--- src/rtl/cam_ipt_pkg.sv ---
package cam_ipt_pkg;

    // User-mode access rights held in each entry
    typedef enum logic [1:0] {
        PROT_USER_RW  = 2'b00,
        PROT_USER_RO  = 2'b01,
        PROT_NONE_LO  = 2'b10,
        PROT_NONE_HI  = 2'b11
    } prot_e;

    function automatic logic access_ok(input logic [1:0] prot,
                                       input logic       is_write,
                                       input logic       is_super);
        logic ok;
        ok = 1'b0;
        if (is_super) begin
            ok = 1'b1;
        end else begin
            unique case (prot_e'(prot))
                PROT_USER_RW: ok = 1'b1;
                PROT_USER_RO: ok = !is_write;
                default:      ok = 1'b0;
            endcase
        end
        return ok;
    endfunction

endpackage

--- src/rtl/cam_ipt_entry.sv ---
module cam_ipt_entry #(
    parameter int VPN_W = 11,
    parameter int IDX_W = 7,
    parameter int INDEX = 0
) (
    input  logic             clk,
    input  logic             rst_n,
    input  logic             inv_all,
    input  logic             wr_en,
    input  logic [IDX_W-1:0] wr_idx,
    input  logic [VPN_W-1:0] wr_vpn,
    input  logic [1:0]       wr_prot,
    input  logic [VPN_W-1:0] lk_vpn,
    output logic             match,
    output logic [1:0]       prot
);

    typedef struct packed {
        logic             valid;
        logic [VPN_W-1:0] vpn;
        logic [1:0]       prot;
    } slot_t;

    slot_t slot_d, slot_q;

    always_comb begin
        slot_d = slot_q;
        if (inv_all) begin
            slot_d.valid = 1'b0;
        end
        if (wr_en && (wr_idx == IDX_W'(INDEX))) begin
            slot_d.valid = 1'b1;
            slot_d.vpn   = wr_vpn;
            slot_d.prot  = wr_prot;
        end
    end

    always_ff @(posedge clk or negedge rst_n) begin
        if (!rst_n) begin
            slot_q <= '0;
        end else begin
            slot_q <= slot_d;
        end
    end

    assign match = slot_q.valid && (slot_q.vpn == lk_vpn);
    assign prot  = slot_q.prot;

endmodule

--- src/rtl/cam_ipt_resolve.sv ---
module cam_ipt_resolve #(
    parameter int ENTRIES = 128,
    parameter int IDX_W   = 7
) (
    input  logic [ENTRIES-1:0]      match,
    input  logic [ENTRIES-1:0][1:0] prot,
    output logic                    any,
    output logic                    multi,
    output logic [IDX_W-1:0]        idx,
    output logic [1:0]              sel_prot
);

    always_comb begin
        any      = 1'b0;
        multi    = 1'b0;
        idx      = '0;
        sel_prot = '0;
        for (int i = 0; i < ENTRIES; i++) begin
            if (match[i]) begin
                if (any) begin
                    multi = 1'b1;
                end
                any      = 1'b1;
                idx      = idx | IDX_W'(i);
                sel_prot = sel_prot | prot[i];
            end
        end
    end

endmodule

--- src/rtl/cam_ipt.sv ---
module cam_ipt #(
    parameter int VA_W     = 26,
    parameter int OFFSET_W = 15,
    parameter int ENTRIES  = 128,
    localparam int IDX_W   = $clog2(ENTRIES),
    localparam int VPN_W   = VA_W - OFFSET_W,
    localparam int PA_W    = IDX_W + OFFSET_W
) (
    input  logic             clk,
    input  logic             rst_n,
    input  logic             req_valid,
    input  logic [VA_W-1:0]  req_va,
    input  logic             req_write,
    input  logic             req_super,
    input  logic             wr_en,
    input  logic [IDX_W-1:0] wr_idx,
    input  logic [VPN_W-1:0] wr_vpn,
    input  logic [1:0]       wr_prot,
    input  logic             inv_all,
    output logic             rsp_valid,
    output logic             rsp_hit,
    output logic             rsp_abort,
    output logic [PA_W-1:0]  rsp_pa
);
    import cam_ipt_pkg::*;

    typedef struct packed {
        logic            valid;
        logic            hit;
        logic            abort;
        logic [PA_W-1:0] pa;
    } rsp_t;

    logic [VPN_W-1:0]          lk_vpn;
    logic [OFFSET_W-1:0]       lk_off;
    logic [ENTRIES-1:0]        entry_match;
    logic [ENTRIES-1:0][1:0]   entry_prot;
    logic                      any_match;
    logic                      multi_match;
    logic [IDX_W-1:0]          match_idx;
    logic [1:0]                match_prot;
    rsp_t                      rsp_d, rsp_q;

    assign lk_vpn = req_va[VA_W-1:OFFSET_W];
    assign lk_off = req_va[OFFSET_W-1:0];

    for (genvar g = 0; g < ENTRIES; g++) begin : g_entry
        cam_ipt_entry #(
            .VPN_W (VPN_W),
            .IDX_W (IDX_W),
            .INDEX (g)
        ) u_entry (
            .clk     (clk),
            .rst_n   (rst_n),
            .inv_all (inv_all),
            .wr_en   (wr_en),
            .wr_idx  (wr_idx),
            .wr_vpn  (wr_vpn),
            .wr_prot (wr_prot),
            .lk_vpn  (lk_vpn),
            .match   (entry_match[g]),
            .prot    (entry_prot[g])
        );
    end

    cam_ipt_resolve #(
        .ENTRIES (ENTRIES),
        .IDX_W   (IDX_W)
    ) u_resolve (
        .match    (entry_match),
        .prot     (entry_prot),
        .any      (any_match),
        .multi    (multi_match),
        .idx      (match_idx),
        .sel_prot (match_prot)
    );

    always_comb begin
        logic ok;
        rsp_d = '0;
        ok    = any_match && !multi_match
                && access_ok(match_prot, req_write, req_super);
        if (req_valid) begin
            rsp_d.valid = 1'b1;
            rsp_d.hit   = ok;
            rsp_d.abort = !ok;
            rsp_d.pa    = ok ? {match_idx, lk_off} : '0;
        end
    end

    always_ff @(posedge clk or negedge rst_n) begin
        if (!rst_n) begin
            rsp_q <= '0;
        end else begin
            rsp_q <= rsp_d;
        end
    end

    assign rsp_valid = rsp_q.valid;
    assign rsp_hit   = rsp_q.hit;
    assign rsp_abort = rsp_q.abort;
    assign rsp_pa    = rsp_q.pa;

endmodule

--- config.mk ---
export PLATFORM = sky130hd
export DESIGN_NAME = cam_ipt
export DESIGN_NICKNAME = d
export VERILOG_FILES = /design/src/rtl/cam_ipt_pkg.sv /design/src/rtl/cam_ipt_entry.sv /design/src/rtl/cam_ipt_resolve.sv /design/src/rtl/cam_ipt.sv
export SDC_FILE = /design/constraint.sdc
export NUM_CORES = 2
export LEC_CHECK = 0
export ABC_AREA = 1
export BUFFER_PORTS_ARGS = -buffer_cell sky130_fd_sc_hd__buf_2
export CAP_MARGIN = 0
export CORE_ASPECT_RATIO = 0.8
export CORE_MARGIN = 8
export CORE_UTILIZATION = 35
export DETAILED_ROUTE_END_ITERATION = 6
export SLEW_MARGIN = 10
export SYNTH_ARGS = -nofsm -noshare
export SYNTH_HDL_FRONTEND = slang
export SYNTH_SLANG_ARGS = --single-unit
export TNS_END_PERCENT = 10
--- constraint.sdc ---
create_clock -name clk -period 4.8 [get_ports clk]
set_clock_uncertainty 0.2 [all_clocks]
set_input_delay 0 -clock clk [delete_from_list [all_inputs] [get_ports clk]]
set_output_delay 0 -clock clk [all_outputs]
set_load 0.02 [all_outputs]
==> flow_metrics.py <==
metrics = {
    "sta": {
        "fmax_mhz": 216,
        "min_period_ns": 4.62,
        "timing.final.hold_violations": 0,
        "setup_ws_ns": 0.177,
        "fin_crit_sh": 0.963,
        "rsz0062_at_grt": "no",
        "setup-tns-final_ns": 0,
        "setup_viol": 0,
        "fin_hold_ws_ns": 0.0116,
        "slew_headroom": 0.0862,
        "worst_slew_pin_slew_ns": 1.37,
        "slew_violations": 0,
    },
    "die": {
        "die_area_um2": 284000,
        "core_area_um2": 265000,
        "start_util": 0.352,
        "pin_count": 78,
        "die_w_um": 594,
        "fp-row-count": 169,
        "dieHeight_um": 478,
    },
    "place": {
        "placed_area_um2": 98000,
        "placed_cells": 15683,
        "io_buffers": 77,
        "gp_congestion": 0.992,
        "dpl.hpwl_um": 226000,
        "pre_cts_ws_ns": 0.0372,
    },
    "drt": {
        "vias_per_cell": 5.20,
        "drtPass1Iterations": 7,
        "num_vias": 83739,
        "wl_um": 363000,
        "drc_errors": 3,
        "dr.first_iter.drc_count": 10201,
        "wl_per_cell_um": 22.5,
        "ant_nets": 0,
    },
    "global_routing": {
        "grt_pass1_wl_um": 533000,
        "grt_max_degree": 149,
        "antenna_found_initial": 15,
        "grt_overflow": 0,
        "grt_pass1_vias": 76715,
        "track_usage": 0.247,
    },
    "logic_synthesis": {
        "ys_seq_elements": 1817,
        "ys.flop_type": "dfrtp_1",
        "yosysTopAreaCell": "dfrtp_1",
        "ys_top_cells_by_area": "dfrtp_1, nand2_1, o21ai_0, inv_1, nor2_1",
        "synthArstFlopShare": 1.00,
        "synth_edf_count": 0,
        "yosysUniqueCellTypes": 48,
        "syn_area_um2": 93400,
        "synthCells": 12536,
        "syn_avg_cell_area_um2": 7.45,
        "ys_top_cells_by_count": "nand2_1, o21ai_0, dfrtp_1",
        "synth.most_common_cell": "nand2_1",
        "synthesis.nets": 12589,
        "synth_top_area_share": 0.487,
        "yosys_warnings": 0,
        "yosysSeqAreaShare": 0.487,
    },
    "setup_path": {
        "max_stage_delay_ns": 0.52,
        "cp_common_cell": "nor2_1",
        "path_class": "reg2reg",
        "crit_buf_inv": 3,
        "crit_family": "simple AND/OR/NAND/NOR gates",
        "slowest_stage": "dfrtp_1",
        "cp_max_fo": 13,
        "required_ns": 5.36,
        "startpoint": "g_entry[7].u_entry.slot_q[9]$_DFFE_PN0P_",
        "cp.arrival_ns": 5.18,
        "r2r-start": "g_entry[7].u_entry.slot_q[9]$_DFFE_PN0P_",
        "setup.worst_path.end_class": "register",
        "cp-start-kind": "register",
    },
    "worst_hold_path": {
        "worstHoldPathType": "in2reg",
        "worstHoldStart": "wr_vpn[4]",
    },
    "pwr": {
        "power_mw": 37.1,
        "cellLeakagePower_nw": 49.0,
        "power.ir.vdd_worst_mv": 0.267,
        "powerDensity_nw_per_um2": 353,
    },
    "status": {
        "violations": "DRC",
        "status": "finished, violations left",
    },
    "final_layout": {
        "utilization": 0.395,
        "final_cell_area_um2": 105000,
        "synthToLayoutAreaGrowth_pct": 12.3,
        "stdcell_count": 16095,
        "nFillCells": 27087,
        "nNetsFinal": 12499,
        "drive_above_1_share": 0.0630,
    },
    "cts": {
        "cts_setup_buffers": 0,
        "cts_made_buffers": 190,
        "clock_path_buffers": 4,
        "cts_tree": "yes",
        "root_buffer": "clkbuf_16",
        "numClockSinks": 1817,
        "insertion_delay_ns": 0.89,
        "path_clk_slew_ns": 0.07,
        "htree_levels": 4,
    },
    "job": {
        "maxCapViolCount": 0,
    },
}
## power by group
part           switching, mW  leakage, nW  internal (mW)  total, mW
combinational           3.06         21.3           1.58       4.64
sequential             0.868         24.7           16.5       17.3
clock                   6.58         2.99           8.52       15.1
## cells by family (layout without fill, tap and decap cells)
logic type | after synthesis | after routing | share of synthesized area
flops | 1817 | 1817 | 0.487
simple gates | 6259 | 6259 | 0.270
compound gates | 2156 | 2156 | 0.116
buf+inv | 1875 | 1921 | 0.0872
other cells | 0 | 8 | 0
xor+xnor | 428 | 428 | 0.0401
fa+ha+maj | 1 | 1 | 0.000107
## placed cells by master (no fill, tap or decap), types with 89 or more instances in the layout
cell type  count
buf_12        89
buf_4        192
clkbuf_16    195
dfrtp_1     1817
inv_1       1116
nand2_1     4530
nand3_1      332
nand4_1      224
nor2_1       925
o21ai_0     2022
xnor2_1      344
## sequential cells by signal, summed over array words and instances (netlist names)
| name | flops |
|---|---|
| rsp_abort | 1 |
| rsp_hit | 1 |
| g_entry.u_entry.prot | 256 |
| g_entry.u_entry.slot_q | 1536 |
| rsp_pa | 22 |
| rsp_valid | 1 |
## path summary, 6_finish.rpt
| check | to | slack (ns) | cells after the start |
|---|---|---|---|
| hold / removal | g_entry[6].u_entry.slot_q[6]$_DFFE_PN0P_ | 0.01 | 4 |
| hold reg to reg | g_entry[29].u_entry.prot[0]$_DFFE_PN0P_ | 0.28 | 2 |
| setup / recovery | rsp_pa[2]$_DFF_PN0_ | 0.18 | 31 |
| max in group asynchronous | g_entry[17].u_entry.slot_q[3]$_DFFE_PN0P_ | 3.08 | 5 |
| min in group asynchronous | rsp_pa[11]$_DFF_PN0_ | 0.37 | 4 |
| setup reg to reg | rsp_pa[2]$_DFF_PN0_ | 0.18 | 31 |
## worst reg2reg max path, delay by kind of cell, from the launching register on
family / cells / cell delay, ns
simple gates: 28 / 3.38
flops: 1 / 0.52
buf+inv: 3 / 0.35
## layer usage
layer / wire, um / vias up / GRT usage
met3: 41400 / 712 / 0.0608
met1: 162000 / 39917 / 0.365
met5: 27 / - / 0
met2: 146000 / 3994 / 0.352
met4: 13800 / 4 / 0.0823
li1: - / 39112 / -
## area by class of cell
type	instances	area (um^2)	share of cell area
multi-input cells	8844	40000	0.381
clock inverters	52	556	0.00529
well taps	3505	4390	0.0418
inverters	1160	4480	0.0427
diodes	8	20.0	0.000191
repair buffers	433	4480	0.0427
clock buffers	276	5540	0.0528
flip-flops and latches	1817	45500	0.433
## timing repair
action / CTS / global route
hold buffers: 76 / 0
resized for setup: 0 / 6
endpoints found under the hold margin: 2939 / 0
endpoints found under the setup margin: 0 / 24
Note: power is estimated with default switching activity, not from simulation.
